[src/rtl/trg_pkg.sv]
package trg_pkg;
  localparam int RATE_W = 2;
  localparam int DIV_W  = 5;

  typedef struct packed {
    logic              rateLoad;
    logic [RATE_W-1:0] rateSel;
  } ctlStrobe_t;

  function automatic logic [DIV_W-1:0] divFor(input logic [RATE_W-1:0] sel);
    logic [DIV_W-1:0] d;
    case (sel)
      2'd0:    d = DIV_W'(1);
      2'd1:    d = DIV_W'(4);
      2'd2:    d = DIV_W'(8);
      default: d = DIV_W'(16);
    endcase
    return d;
  endfunction
endpackage

[src/rtl/trg_ctrl.sv]
module trg_ctrl
  import trg_pkg::*;
#(
  parameter int WINDOW = 64,
  parameter int IE_W   = 4
) (
  input  logic              clk,
  input  logic              rstN,
  input  logic              testMode,
  input  logic              wrEn,
  input  logic [IE_W-1:0]   wrIe,
  input  logic [RATE_W-1:0] wrRate,
  output logic [IE_W-1:0]   ieReg,
  output logic [RATE_W-1:0] rateReg,
  output ctlStrobe_t        ctl
);
  localparam int WIN_W = $clog2(WINDOW + 1);
  localparam logic [WIN_W-1:0] WIN_END = WIN_W'(WINDOW);

  logic [WIN_W-1:0] winCnt;
  logic             rateDone;
  logic             winOpen;
  logic             rateOk;

  assign winOpen = (winCnt < WIN_END);
  assign rateOk  = wrEn && (testMode || (!rateDone && winOpen));

  always_ff @(posedge clk) begin
    if (!rstN) begin
      winCnt   <= '0;
      rateDone <= 1'b0;
      ieReg    <= '0;
      rateReg  <= '0;
    end else begin
      if (winOpen) winCnt <= winCnt + 1'b1;
      if (wrEn) ieReg <= wrIe;
      if (rateOk) begin
        rateReg <= wrRate;
        if (!testMode) rateDone <= 1'b1;
      end
    end
  end

  always_comb begin
    ctl          = '0;
    ctl.rateLoad = rateOk;
    ctl.rateSel  = rateReg;
  end
endmodule

[src/rtl/trg_dpath.sv]
module trg_dpath
  import trg_pkg::*;
#(
  parameter int CNT_W = 16
) (
  input  logic             clk,
  input  logic             rstN,
  input  ctlStrobe_t       ctl,
  output logic             tick,
  output logic [CNT_W-1:0] cnt,
  output logic             ovf
);
  logic [DIV_W-1:0] divCnt;
  logic [DIV_W-1:0] divLim;
  logic             atTop;

  assign divLim = divFor(ctl.rateSel) - 1'b1;
  assign tick   = (divCnt == divLim);
  assign atTop  = (cnt == {CNT_W{1'b1}});

  always_ff @(posedge clk) begin
    if (!rstN) begin
      divCnt <= '0;
    end else if (ctl.rateLoad || tick) begin
      divCnt <= '0;
    end else begin
      divCnt <= divCnt + 1'b1;
    end
  end

  always_ff @(posedge clk) begin
    if (!rstN) begin
      cnt <= '0;
      ovf <= 1'b0;
    end else begin
      ovf <= tick && atTop;
      if (tick) cnt <= cnt + 1'b1;
    end
  end
endmodule

[src/rtl/tmr_rate_lock.sv]
module tmr_rate_lock
  import trg_pkg::*;
#(
  parameter int WINDOW = 64,
  parameter int CNT_W  = 16
) (
  input  logic             clk,
  input  logic             rstN,
  input  logic             testMode,
  input  logic             wrEn,
  input  logic [7:0]       wrData,
  output logic [7:0]       rdData,
  output logic [3:0]       ieBits,
  output logic             tickEn,
  output logic [CNT_W-1:0] cntValue,
  output logic             ovfPulse
);
  ctlStrobe_t        ctl;
  logic [3:0]        ieReg;
  logic [RATE_W-1:0] rateReg;
  logic              unusedWr;

  assign unusedWr = ^wrData[3:2];

  trg_ctrl #(.WINDOW(WINDOW), .IE_W(4)) u_ctrl (
    .clk(clk), .rstN(rstN), .testMode(testMode), .wrEn(wrEn),
    .wrIe(wrData[7:4]), .wrRate(wrData[1:0]),
    .ieReg(ieReg), .rateReg(rateReg), .ctl(ctl)
  );

  trg_dpath #(.CNT_W(CNT_W)) u_dpath (
    .clk(clk), .rstN(rstN), .ctl(ctl),
    .tick(tickEn), .cnt(cntValue), .ovf(ovfPulse)
  );

  assign rdData = {ieReg, 2'b00, rateReg};
  assign ieBits = ieReg;
endmodule

[config.mk]
export PLATFORM = sky130hd
export DESIGN_NAME = tmr_rate_lock
export DESIGN_NICKNAME = d
export VERILOG_FILES = /design/src/rtl/trg_pkg.sv /design/src/rtl/trg_ctrl.sv /design/src/rtl/trg_dpath.sv /design/src/rtl/tmr_rate_lock.sv
export SDC_FILE = /design/constraint.sdc
export NUM_CORES = 1
export LEC_CHECK = 0
export BUFFER_PORTS_ARGS = -buffer_cell sky130_fd_sc_hd__buf_4
export CORE_ASPECT_RATIO = 1.25
export CORE_UTILIZATION = 45
export CTS_BUF_LIST = sky130_fd_sc_hd__clkbuf_2
export DETAILED_ROUTE_END_ITERATION = 6
export PLACE_DENSITY = 0.78
export SYNTH_ARGS = -nofsm -noshare
export SYNTH_HDL_FRONTEND = slang
export SYNTH_SLANG_ARGS = --single-unit
[constraint.sdc]
create_clock -name clk -period 3.6 [get_ports clk]
set_input_delay 0.72 -clock clk [delete_from_list [all_inputs] [get_ports clk]]
set_output_delay 0.72 -clock clk [all_outputs]
set_load 0.02 [all_outputs]
# Word level (Yosys, flattened, before mapping)
# Index checks and enable logic that the tools add are counted.
# word_totals
ff_bits	36
input_bits	12
output_inout_bits	30
word_cells	28
# classes
n_addsub	4
order_cmp	1
eq_ne	4
n_mux	1
bitwise_logic	2
reduce_logical	9
# op_table
op	count
adder 16 x 1 -> 16 bit, second input constant	1
equality test 16 bit, second input constant	1
one-hot mux 5 bit (3 select lines)	1
adder 7 x 1 -> 7 bit, second input constant	1
< comparator 7 bit, second input constant	1
adder 5 x 1 -> 5 bit, second input constant	1
equality test 5 bit	1
subtractor 5 x 1 -> 5 bit, second input constant	1
logical AND 1 bit	3
equality test 2 x 1 -> 1 bit, second input constant	1
equality test 2 bit, second input constant	1
logical NOT 2 bit	1
logical OR 1 bit	2
NOT 1 bit	2
AND reduction 2 bit	1
OR reduction 2 bit	1
logical NOT 1 bit	1

# Longest topological paths before layout
# logic_depth
depth_word	6
ltp_mapped	6

# By module
# Synthesis repeated with hierarchy kept, for this count alone.
# hier_totals
cells_unflattened	192
hier_area_um2	1856.8
# modules_own_cells
module	n_inst	cells_per_inst	area_each_um2	seq_area_each_um2
trg_dpath	1	126	1191.1	440.4
trg_ctrl	1	59	616.8	280.3
tmr_rate_lock	1	7	48.8	0.0

# Least setup slack after synthesis
# No wires, ideal clock.
# synth_path
path_kind	register to output
startpoint	reg u_ctrl.rateReg[1]
endpoint	out tickEn
arrival_time_ns	1.421
setup_slack_ns	1.459
stages_incl_launch_ff	5
n_path_buf	0
path_cell_list	dfxtp_1 > or4_4 > a21oi_1 > nor2_1 > inv_1
# synth_via
elab_chain_len	4
elab_cells_between_ends	6
cone_classes	1 x add/sub; 3 x eq/ne; 1 x mux; 1 x reduce/logical
# synth_rtl
element	line	text
from (decl)	trg_ctrl.sv:14	output logic [RATE_W-1:0] rateReg,
from (signal assigned)	trg_ctrl.sv:38	rateReg <= wrRate;
equality test 2 bit, or another cell as far along	trg_pkg.sv:12	case (sel)
one-hot mux 5 bit (3 select lines) (*)	trg_pkg.sv:12	
subtractor 5 x 1 -> 5 bit (*)	trg_dpath.sv:17	assign divLim = divFor(ctl.rateSel) - 1'b1;
equality test 5 bit (*)	trg_dpath.sv:18	assign tick = (divCnt == divLim);
to (decl)	tmr_rate_lock.sv:14	output logic tickEn,
# Every way passes the cells marked *; elsewhere a longest branch is shown, timed or not.

# Final worst setup path
# Same ends and word-level chain as after synthesis.

==> flow_metrics.py <==
metrics = {
    "logic_synthesis": {
        "synth_fa_ha_area_frac": 0.02252,
        "syn_area_um2": 1667,
        "synth-compound-area-share": 0.1156,
        "synthCells": 172,
        "synthMuxAreaShare": 0.04805,
        "syn_avg_cell_area_um2": 9.690,
        "async_reset_ff_frac": 0,
        "synth-xor-area-share": 0.1104,
        "ys.flop_type": "dfxtp_1",
        "synth_edf_count": 0,
        "synthSimpleGateAreaFrac": 0.2282,
        "synth-seq-area-share": 0.4324,
        "ys_ff_latch": 36,
        "synth_cell_type_count": 33,
        "yosysWarningCount": 0,
        "synth_top_family_by_area": "simple AND/OR/NAND/NOR gates",
    },
    "timing": {
        "postLayoutSetupSlackWorst_ns": 1.009,
        "rsz0062_at_grt": "false",
        "period_share": 0.7198,
        "clock_skew_ns": 0.009670,
        "final-setup-viol-count": 0,
        "tightest_slew_ns": 0.6442,
        "hold_violations": 0,
        "hold_ws_ns": 0.4886,
        "fmax_ghz": 0.3859,
        "min_period_ns": 2.591,
        "fin_tns_setup_ns": 0,
        "relSlewSlack": 0.5660,
        "drv_slew": 0,
    },
    "grt": {
        "grt_max_degree": 33,
        "grt_pass1_vias": 1142,
        "grt_pass1_wl_um": 5016,
        "grt_use_total": 0.1646,
        "antenna_found_initial": 0,
        "grt.overflow.total": 0,
    },
    "finish": {
        "nNetsFinal": 222,
        "stdcell_area_um2": 1972,
        "fin_cells": 246,
        "syn2layout_area_growth_pct": 18.32,
        "fin_util": 0.5613,
        "drive_gt1_frac": 0.2464,
        "layout_commonest_cell": "buf_4",
        "diodes": 0,
        "final_cell_mix": "buf_4 (37), dfxtp_1 (36), xnor2_1 (18), and2_1 (18)",
    },
    "power_and_ir_drop": {
        "p_total_uw": 695.7,
        "leakage_nw": 0.7963,
        "p_per_area_nw_per_um2": 352.8,
        "ir_drop_uv": 260.3,
    },
    "critical_path": {
        "slowest_delay_ns": 0.59,
        "worstPathMaxFanout": 6,
        "reg2regPathDepth": 5,
        "r2r-start": "u_ctrl.rateReg[1]",
        "worst-endpoint-arrival_ns": 1.87,
        "worstSetupPathType": "flip-flop to primary output",
        "cp_data_required_time_ns": 2.88,
        "crit_chain": "or4_4, a21oi_1, nor2_1, inv_1, buf_4",
        "rrSetupSlack_ns": 1.62,
        "cp_top_family": "simple AND/OR/NAND/NOR gates",
        "cp_slowest_cell": "or4_4",
        "crit_buf_inv": 2,
        "startpoint_type": "flip-flop",
        "r2r-end": "u_dpath.cnt[15]",
        "cp-end-kind": "primary output",
    },
    "hold_path": {
        "min_from": "u_ctrl.rateDone",
        "hold_end": "u_ctrl.rateDone",
        "holdPathStages": 1,
        "worst_hold_path_type": "flip-flop to flip-flop",
    },
    "clock_network": {
        "numCtsBuffers": 5,
        "ctsRootBufferMaster": "clkbuf_2",
        "cts-resized-gates": 0,
        "post-cts-setup-buffers": 0,
        "cts.clk_slew.worst_paths_ns": 0.16,
        "cts_hold_buf": 0,
        "clock_latency_ns": 0.36,
        "clock-sinks": 36,
        "htreeDepth": 2,
        "clock_path_buffers": 2,
        "cts_tree": "done",
    },
    "route": {
        "vias_per_cell": 5.175,
        "via_count": 1273,
        "initialDrtViolationCount": 18,
        "wl_per_cell_um": 11.95,
        "finalWirelength_um": 2940,
        "drc": 0,
        "drtPass1Iterations": 2,
        "ant_nets": 0,
    },
    "placement": {
        "dp_slack_ns": 1.443,
        "postPlaceCellArea_um2": 1937,
        "place_congestion": 0.7250,
        "io_buffers": 37,
        "hpwl_um": 2111,
        "dpl.cell_count": 239,
    },
    "floorplan": {
        "core_um2": 3513,
        "die_h_um": 70.04,
        "initial_core_util": 0.4744,
        "num_rows": 24,
        "dieArea_um2": 3952,
        "die_x_um": 56.43,
        "io_pins": 42,
    },
    "run": {
        "maxCapViolations": 0,
    },
    "status": {
        "status": "completed",
    },
}
registers in the layout (all words and copies together), names as in the netlist:
signal and count:
u_ctrl.rateDone 1, u_dpath.cnt 16, u_ctrl.rateReg 2, u_ctrl.ieReg 4
u_dpath.divCnt 5, u_ctrl.winCnt 7, u_dpath.ovf 1
kinds of logic after synthesis:
group | Yosys count
AO/OA/AOI/OAI | 25
XOR/XNOR | 21
adder cells (fa/ha/maj) | 3
buffers and inverters | 12
flip-flops | 36
multiplexers | 8
other | 1
AND/OR/NAND/NOR | 66
how the worst max path moves through the flow:
stage / startpoint / end / slack, ns / depth (start not counted)
detailed placement: u_ctrl.rateReg[1] / tickEn / 1.44 / 5
finish: u_ctrl.rateReg[1] / tickEn / 1.01 / 5
global route: u_ctrl.rateReg[1] / tickEn / 0.90 / 5
global placement: u_ctrl.rateReg[1] / tickEn / 1.45 / 5
floorplan: u_ctrl.rateReg[1] / tickEn / 1.46 / 4
CTS: u_ctrl.rateReg[1] / tickEn / 1.0 / 5
synth_stat cells (all sizes together) (4+ instances only):
cell / n / area [um2]
a211oi: 4 / 65.06
and2: 18 / 112.6
buf: 6 / 45.04
clkbuf: 4 / 15.01
dfxtp: 36 / 720.7
mux2i: 8 / 80.08
nand2: 4 / 15.01
nand3: 8 / 40.04
nor2: 10 / 40.04
nor2b: 10 / 62.56
o211ai: 4 / 30.03
o21ai: 10 / 50.05
or3: 4 / 26.28
xnor2: 18 / 157.7
area by class of cell:
cell class | count | area [um2]
repair buffers | 37 | 277.8
clock inverters | 1 | 5.005
inverters | 2 | 7.507
fillers | 333 | 1541
flip-flops and latches | 36 | 720.7
multi-input cells | 125 | 882.1
clock buffers | 6 | 30.03
well taps | 39 | 48.80
metal layers:
metal,vias to the layer above,track usage,wire length [um],share of wire
li1,654,-,-,-
met1,576,0.1916,1316,0.45
met2,39,0.2641,1372,0.47
met3,4,0.06481,192,0.065
met4,0,0.07317,59,0.020
met5,-,0,0,0
power breakdown:
part / switching (mW) / internal [mW]
combinational: 0.0516 / 0.0476
clock: 0.122 / 0.0464
sequential: 0.0149 / 0.413
total: 0.188 / 0.507
worst reg2reg max path, delay by kind of cell, from the launching register on:
family             cells  cell delay [ns]
AOI/OAI and AO/OA      2             0.52
DFF                    1             0.39
and+or+nand+nor        3             1.03
(Power assumes the default switching activity.)
